**src/rtl/plru8_pkg.sv**
```systemverilog
package plru8_pkg;

    localparam int WAYS   = 8;
    localparam int WAY_W  = $clog2(WAYS);
    localparam int TREE_W = WAYS - 1;

    typedef logic [WAY_W-1:0]  way_t;
    typedef logic [TREE_W-1:0] tree_t;
    typedef logic [WAYS-1:0]   vmask_t;

    // Bits an access to a way forces, and the values forced into them
    typedef struct packed {
        tree_t touch;
        tree_t force_val;
    } tree_upd_t;

    // Root decides upper/lower half; level-1 node is 1 or 2; leaf is 3..6
    function automatic tree_upd_t upd_pattern(way_t w);
        tree_upd_t p;
        int unsigned mid;
        int unsigned leaf;
        mid  = w[2] ? 2 : 1;
        leaf = 3 + int'(w[2:1]);
        p.touch          = '0;
        p.force_val      = '0;
        p.touch[0]       = 1'b1;
        p.touch[mid]     = 1'b1;
        p.touch[leaf]    = 1'b1;
        p.force_val[0]    = ~w[2];
        p.force_val[mid]  = ~w[1];
        p.force_val[leaf] = ~w[0];
        return p;
    endfunction

    function automatic tree_t tree_apply(tree_t t, way_t w);
        tree_upd_t p;
        p = upd_pattern(w);
        return (t & ~p.touch) | p.force_val;
    endfunction

    function automatic way_t tree_pick(tree_t t);
        logic        hi;
        logic        md;
        int unsigned leaf;
        hi   = t[0];
        md   = hi ? t[2] : t[1];
        leaf = 3 + int'({hi, md});
        return {hi, md, t[leaf]};
    endfunction

endpackage

```
**src/rtl/plru8_tree_store.sv**
```systemverilog
module plru8_tree_store
    import plru8_pkg::*;
#(
    parameter int NUM_SETS = 128,
    localparam int SET_W   = $clog2(NUM_SETS)
) (
    input  logic             clk,
    input  logic             rst,
    input  logic             upd_en,
    input  logic [SET_W-1:0] upd_set,
    input  way_t             upd_way,
    input  logic [SET_W-1:0] rd_set,
    output tree_t            rd_tree
);

    tree_t tree_q [NUM_SETS];
    tree_t upd_next;

    assign upd_next = tree_apply(tree_q[upd_set], upd_way);

    always_ff @(posedge clk) begin
        if (rst) begin
            for (int s = 0; s < NUM_SETS; s++) begin
                tree_q[s] <= '0;
            end
        end else if (upd_en) begin
            tree_q[upd_set] <= upd_next;
        end
    end

    assign rd_tree = tree_q[rd_set];


    just_used_not_victim_chk: assert property (@(posedge clk) disable iff (rst)
        (!rst && upd_en) |=> (tree_pick(tree_q[$past(upd_set)]) != $past(upd_way)));

endmodule

```
**src/rtl/plru8_valid_store.sv**
```systemverilog
module plru8_valid_store
    import plru8_pkg::*;
#(
    parameter int NUM_SETS = 128,
    localparam int SET_W   = $clog2(NUM_SETS)
) (
    input  logic             clk,
    input  logic             rst,
    input  logic             fill_en,
    input  logic [SET_W-1:0] fill_set,
    input  way_t             fill_way,
    input  logic             inv_en,
    input  logic [SET_W-1:0] inv_set,
    input  logic [SET_W-1:0] rd_set,
    output vmask_t           rd_mask
);

    vmask_t vmask_q [NUM_SETS];
    logic   fill_blocked;

    assign fill_blocked = inv_en && (inv_set == fill_set);

    always_ff @(posedge clk) begin
        if (rst) begin
            for (int s = 0; s < NUM_SETS; s++) begin
                vmask_q[s] <= '0;
            end
        end else begin
            if (fill_en && !fill_blocked) begin
                vmask_q[fill_set][fill_way] <= 1'b1;
            end
            if (inv_en) begin
                vmask_q[inv_set] <= '0;
            end
        end
    end

    assign rd_mask = vmask_q[rd_set];


    inv_clears_set_chk: assert property (@(posedge clk) disable iff (rst)
        (!rst && inv_en) |=> (vmask_q[$past(inv_set)] == '0));


    fill_marks_way_chk: assert property (@(posedge clk) disable iff (rst)
        (!rst && fill_en && !(inv_en && inv_set == fill_set))
            |=> vmask_q[$past(fill_set)][$past(fill_way)]);

endmodule

```
**src/rtl/plru8_pick.sv**
```systemverilog
module plru8_pick
    import plru8_pkg::*;
(
    input  tree_t  tree,
    input  vmask_t vmask,
    output way_t   way
);

    // Priority chain: first_free[i] holds the lowest empty way among 0..i-1
    logic [WAYS:0] any_free;
    way_t          first_free [WAYS+1];

    assign any_free[0]   = 1'b0;
    assign first_free[0] = '0;

    for (genvar i = 0; i < WAYS; i++) begin : g_scan
        assign any_free[i+1]   = any_free[i] | ~vmask[i];
        assign first_free[i+1] = any_free[i] ? first_free[i] : way_t'(i);
    end

    assign way = any_free[WAYS] ? first_free[WAYS] : tree_pick(tree);

endmodule

```
**src/rtl/plru8_victim_sel.sv**
```systemverilog
module plru8_victim_sel
    import plru8_pkg::*;
#(
    parameter int NUM_SETS = 128,
    localparam int SET_W   = $clog2(NUM_SETS)
) (
    input  logic             clk,
    input  logic             rst,
    input  logic [SET_W-1:0] q_set,
    output logic [2:0]       q_way,
    input  logic             acc_en,
    input  logic [SET_W-1:0] acc_set,
    input  logic [2:0]       acc_way,
    input  logic             fill_en,
    input  logic [SET_W-1:0] fill_set,
    input  logic [2:0]       fill_way,
    input  logic             inv_en,
    input  logic [SET_W-1:0] inv_set
);

    tree_t  q_tree;
    vmask_t q_vmask;
    way_t   pick_way;

    plru8_tree_store #(.NUM_SETS(NUM_SETS)) u_tree (
        .clk     (clk),
        .rst     (rst),
        .upd_en  (acc_en),
        .upd_set (acc_set),
        .upd_way (acc_way),
        .rd_set  (q_set),
        .rd_tree (q_tree)
    );

    plru8_valid_store #(.NUM_SETS(NUM_SETS)) u_valid (
        .clk      (clk),
        .rst      (rst),
        .fill_en  (fill_en),
        .fill_set (fill_set),
        .fill_way (fill_way),
        .inv_en   (inv_en),
        .inv_set  (inv_set),
        .rd_set   (q_set),
        .rd_mask  (q_vmask)
    );

    plru8_pick u_pick (
        .tree  (q_tree),
        .vmask (q_vmask),
        .way   (pick_way)
    );

    assign q_way = pick_way;


    victim_is_empty_chk: assert property (@(posedge clk) disable iff (rst)
        (q_vmask != '1) |-> !q_vmask[q_way]);


    reset_gives_way0_chk: assert property (@(posedge clk) disable iff (rst)
        ($past(rst) && !rst) |-> (q_way == '0));

endmodule

```
**config.mk**
```make
export PLATFORM = sky130hd
export DESIGN_NAME = plru8_victim_sel
export DESIGN_NICKNAME = d
export VERILOG_FILES = /design/src/rtl/plru8_pkg.sv /design/src/rtl/plru8_tree_store.sv /design/src/rtl/plru8_valid_store.sv /design/src/rtl/plru8_pick.sv /design/src/rtl/plru8_victim_sel.sv
export SDC_FILE = /design/constraint.sdc
export NUM_CORES = 2
export LEC_CHECK = 0
export CAP_MARGIN = 30
export CORE_ASPECT_RATIO = 1.75
export CORE_MARGIN = 2
export CORE_UTILIZATION = 40
export DETAILED_ROUTE_END_ITERATION = 16
export GPL_TIMING_DRIVEN = 1
export PLACE_DENSITY_LB_ADDON = 0.2
export SETUP_SLACK_MARGIN = 0.2
export SLEW_MARGIN = 25
export SYNTH_ARGS = -nofsm -noshare
export SYNTH_HDL_FRONTEND = slang
export SYNTH_HIERARCHICAL = 1
export SYNTH_SLANG_ARGS = --single-unit
```
**constraint.sdc**
```tcl
create_clock -name clk -period 7.6 [get_ports clk]
set_input_delay 0.76 -clock clk [delete_from_list [all_inputs] [get_ports clk]]
set_output_delay 0.76 -clock clk [all_outputs]
set_load 0.05 [all_outputs]
```
Word level (Yosys, flattened, before mapping):

Memories as Yosys holds them, arrays and structs flattened.
Cells that the tools add are included.

* RAM bits: 1920
* memories: 2
* output and inout bits: 3
* bits in registers: 0
* logic and storage cells: 83
* input port bits: 39

Memories
* u_valid.vmask_q: words 128, bits a word 8, read ports 1, clocked after memory_dff 0, write ports 128, line plru8_valid_store.sv:18 `vmask_t vmask_q [NUM_SETS];`
* u_tree.tree_q: words 128, bits a word 7, read ports 2, clocked after memory_dff 0, write ports 128, line plru8_tree_store.sv:16 `tree_t tree_q [NUM_SETS];`

* add/subtract/negate cells: 2
* equality and inequality tests: 1
* $lt $le $gt $ge: 7
* reduce and logical (&&, ||, !) cells: 9
* muxes and demuxes: 40
* bitwise logic cells: 22

Operators by type and width (number)
* $lt A32 B4 Y1 const B: 3
* $ge A32 B1 Y1 const B: 2
* $mux W8: 4
* $mux W7: 4
* $mux W3: 7
* $mux W1: 18
* $reduce_or A8 Y1: 2
* $bwmux W7: 2
* $or A7 B7 Y7: 2
* $not A1 Y1: 11
* $demux W1 S3: 3
* $and A7 B7 Y7: 1
* $eq A7 B7 Y1: 1
* $not A7 Y7: 1
* $or A1 B1 Y1: 7
* $reduce_or A7 Y1: 1
* $add A2 B2 Y3 const A: 2
* $logic_and A1 B1 Y1: 5
* $lt A3 B4 Y1 const B: 1
* $bmux W1 S3: 1
* $ge A3 B1 Y1 const B: 1
* $mux W2: 1
* $logic_not A1 Y1: 1

Longest topological paths before layout:

* word-level depth: 10
* depth in mapped cells: 14
* depth with buffers taken out: 11

By module:

The synthesis kept the hierarchy.

By module, submodules not included
* plru8_tree_store: area each 46523.4 um^2, cells each 3449, instances 1
* plru8_valid_store: area each 46518.4 um^2, cells each 5133, instances 1
* plru8_pick: area each 193.9 um^2, cells each 29, instances 1

Least setup slack after synthesis:

OpenSTA, ideal clock, no wires.

* kind: input to output
* start point: in q_set[0]
* end point: out q_way[0]
* required time: 6.840 ns
* path slack: 2.108 ns
* stages on the path: 13
* arrival time: 4.732 ns
* buffers on the path: 3
* path through: buf_2 > buf_2 > buf_1 > mux4_2 > mux4_2 > mux2i_1 > a221oi_1 > mux2i_2 > ha_1 > nand2b_1 > a21oi_1 > nor3_2 > o31ai_2

RTL lines
* start, declared: line plru8_victim_sel.sv:9 `input logic [SET_W-1:0] q_set,`
* $mem_v2 Z128 W7 *
* via q_tree[0]: line plru8_victim_sel.sv:21 `tree_t q_tree;`
* $mux W1: line plru8_pkg.sv:46 `md = hi ? t[2] : t[1];`
* $add A2 B2 Y3: line plru8_pkg.sv:47 `leaf = 3 + int'({hi, md});`
* $bmux W1 S3 *: line plru8_pkg.sv:48 `return {hi, md, t[leaf]};`
* $mux W1 (not written as such) *: line plru8_pkg.sv:48
* $mux W3 *: line plru8_pick.sv:21 `assign way = any_free[WAYS] ? first_free[WAYS] : tree_pick(tree);`
* end, declared: line plru8_victim_sel.sv:10 `output logic [2:0] q_way,`

The timed path passes the listed nets; every way through them passes the cells marked *. The select of a mux whose other input is x is not followed.

Final worst setup path:

Same ends and word-level chain as after synthesis.

==> flow_summary.yaml <==
cts:
  cts_tree: "done"
  clock-sinks: 1920
  cts_buffer_depth: 4
  cts.hold.buffers_added: 0
  post-cts-setup-buffer-count: 0
  cts_made_buffers: 186
  cts_root_buffer: "clkbuf_16"
  cts_resized: 0
  clock_latency_ps: 890
  clkTransAtPathRegs_ps: 70
  htree_levels: 4
synth:
  synth_edf_count: 896
  netlist_top_cells_area: "edfxtp_1 (29%), dfxtp_1 (22%), mux4_2 (16%), nor2_1 (8.3%), nor2b_1 (7.0%)"
  yosysUniqueCellTypes: 78
  synth_flop_cell: "dfxtp_1"
  async_flop_share_pct: 0
  syn_area_per_cell_um2: 10.8
  synth_top_area_share_pct: 28.9
  synth_warnings: 6
  synth-seq-cells: 1920
  yosysTopAreaCell: "edfxtp_1"
  synth.cell_area_um2: 93200
  synth_cells: 8611
  syn_nets: 8656
  yosysSeqAreaShare_pct: 50.8
final_layout:
  fin_cells: 11565
  fin_nets: 8393
  multi_input_area_um2: 43000
  fillers: 21470
  syn2layout_area_growth_pct: 10.2
  ff_latch_area_um2: 47400
  layout.cells.most_common: "nor2_1"
  final_cell_mix: "nor2_1 (2,051), a21oi_1 (1,118), nor2b_1 (1,038)"
  drive_gt1_share_pct: 14.9
timing:
  rsz0062_at_grt: "no"
  finalSetupViolCount: 0
  relSlewSlack_pct: 24.2
  skew_ps: 46.1
  worst_pin_slew_ps: 1140
  post-route-min-period_ps: 6620
  fmax_mhz: 151
  final_hold_viol_count: 0
  final.period_utilization_pct: 87.1
  drv_slew: 0
  fin_setup_tns_ps: 0
setup_path:
  slowest_stage: "o31ai_2"
  critPathLaunchType: "primary input"
  worst-path-max-fanout: 33
  worstPathArrival_ps: 5860
  crit_type: "primary input to output port"
  critPathRequiredTime_ps: 6840
  crit_buf_inv: 4
  max_stage_delay_ps: 750
  worstPathCellList: "buf_8 > buf_12 > mux4_2 > mux4_2 > mux2i_1 > a22o_1 > a221oi_1 > buf_4 > mux2i_2 > ha_1 > nand2b_1 > a21oi_1 > nor3_2 > o31ai_2 > buf_12"
  critPathTopFamily: "multiplexers"
  cp-end-kind: "output port"
global_routing:
  antenna_found_initial: 14
  gr-total-overflow: 0
  gr-usage-all-layers_pct: 30.1
  grt_max_degree: 235
  grt_pass1_wl_um: 516000
  first_global_vias: 70180
power:
  total_leakage_power_uw: 0.0371
  pwr_density_cell_nw_per_um2: 224
  peakVddDrop_uv: 180
drt:
  drtAntennaViolNets: 0
  drt-total-wl_um: 365000
  num_vias: 71172
  first_iter_violations: 7533
  avgViaCountPerCell: 6.15
  drc: 0
  drtPass1Iterations: 8
  wl_per_cell_um: 31.6
placement:
  dp_hpwl_um: 245000
  io_buffer_count: 41
  place_inst: 11225
  gp_congestion: 0.999
die:
  core_area_um2: 232000
  die_h_um: 643
  start_util_pct: 40.2
  io_pins: 42
  dieWidth_um: 369
  num_rows: 234
  dieArea_um2: 237000
worst_hold_path:
  hold_class: "primary input to flop"
run:
  maxCapViolCount: 0
status:
  outcome: "completed"
## through the flow
| stage | power [µW] | hold WS (ps) | area [µm²] | setup WS, ps | util (%) |
|---|---|---|---|---|---|
| floorplan | 12500 | 547 | 93200 | 2110 | - |
| global placement | 13400 | 562 | 96300 | 1070 | 41.5 |
| detailed placement | 13400 | 566 | 96400 | 1180 | 41.6 |
| CTS | 23100 | 454 | 103000 | 1170 | 44.3 |
| global route | 23500 | 487 | 103000 | 945 | 44.3 |
| finish | 23000 | 507 | 103000 | 984 | 44.3 |
## Yosys cell counts (40+ instances only)
master	number
nand2_1	214
nor2_1	2059
mux2i_1	96
nand2b_1	139
nor3_1	148
edfxtp_1	896
a22oi_1	40
a221oi_1	110
a21oi_1	1119
buf_2	234
dfxtp_1	1024
nor2b_1	1044
mux2_2	68
buf_1	43
clkbuf_1	331
mux4_2	669
## worst register-to-register path, stage by stage, from the launching register on
cell and delay [ps]:
edfxtp_1 400, mux2_2 280, a221oi_1 580, o211ai_1 300, o211ai_1 480, nand4_1 560
nor4_4 450, buf_4 790, nor3_1 180
## sequential cells by signal, summed over array words and instances (netlist names)
| register | flops |
|---|---|
| u_valid/vmask_q | 1024 |
| u_tree/tree_q | 896 |
## final cells by class
cell class              instances  area share [%]
clock buffers                 247            5.05
diodes                          9          0.0219
multi-input cells            6014            41.8
repair buffers                215            2.15
inverters                      11          0.0402
flip-flops and latches       1920            46.1
well taps                    3068            3.74
clock inverters                81            1.01
## cells by family after synthesis
| logic type | synth area share, % |
|---|---|
| and+or+nand+nor | 18.4 |
| DFF | 50.8 |
| AOI/OAI and AO/OA | 9.16 |
| muxes | 18.1 |
| buffers and inverters | 3.35 |
| xor gates and xnor gates | 0.0658 |
| adders and majority gates | 0.0805 |
## final timing paths
check                    startpoint                endpoint  slack, ps  cells past startpoint
max                        q_set[0]                q_way[0]        980                     15
min                             rst  u_valid/vmask_q[79][2]        510                      4
max reg2reg    u_tree/tree_q[11][5]   u_tree/tree_q[123][5]       3280                      8
min reg2reg  u_valid/vmask_q[57][5]  u_valid/vmask_q[57][5]        590                      3
## power by group
| part | leakage [µW] | internal, µW | total, µW | switching [µW] |
|---|---|---|---|---|
| combinational | 0.0167 | 620 | 2090 | 1470 |
| sequential | 0.0174 | 11000 | 11100 | 165 |
| clock | 0.00304 | 5600 | 9780 | 4180 |
## routing by layer
metal	wire, µm	vias to the layer above	track usage [%]
met1	117000	35620	30.7
li1	-	30354	-
met3	25600	1383	5.43
met4	40900	12	27.9
met5	75	-	0
met2	182000	3803	51.8
No activity file was read; power rests on OpenSTA's default activity.
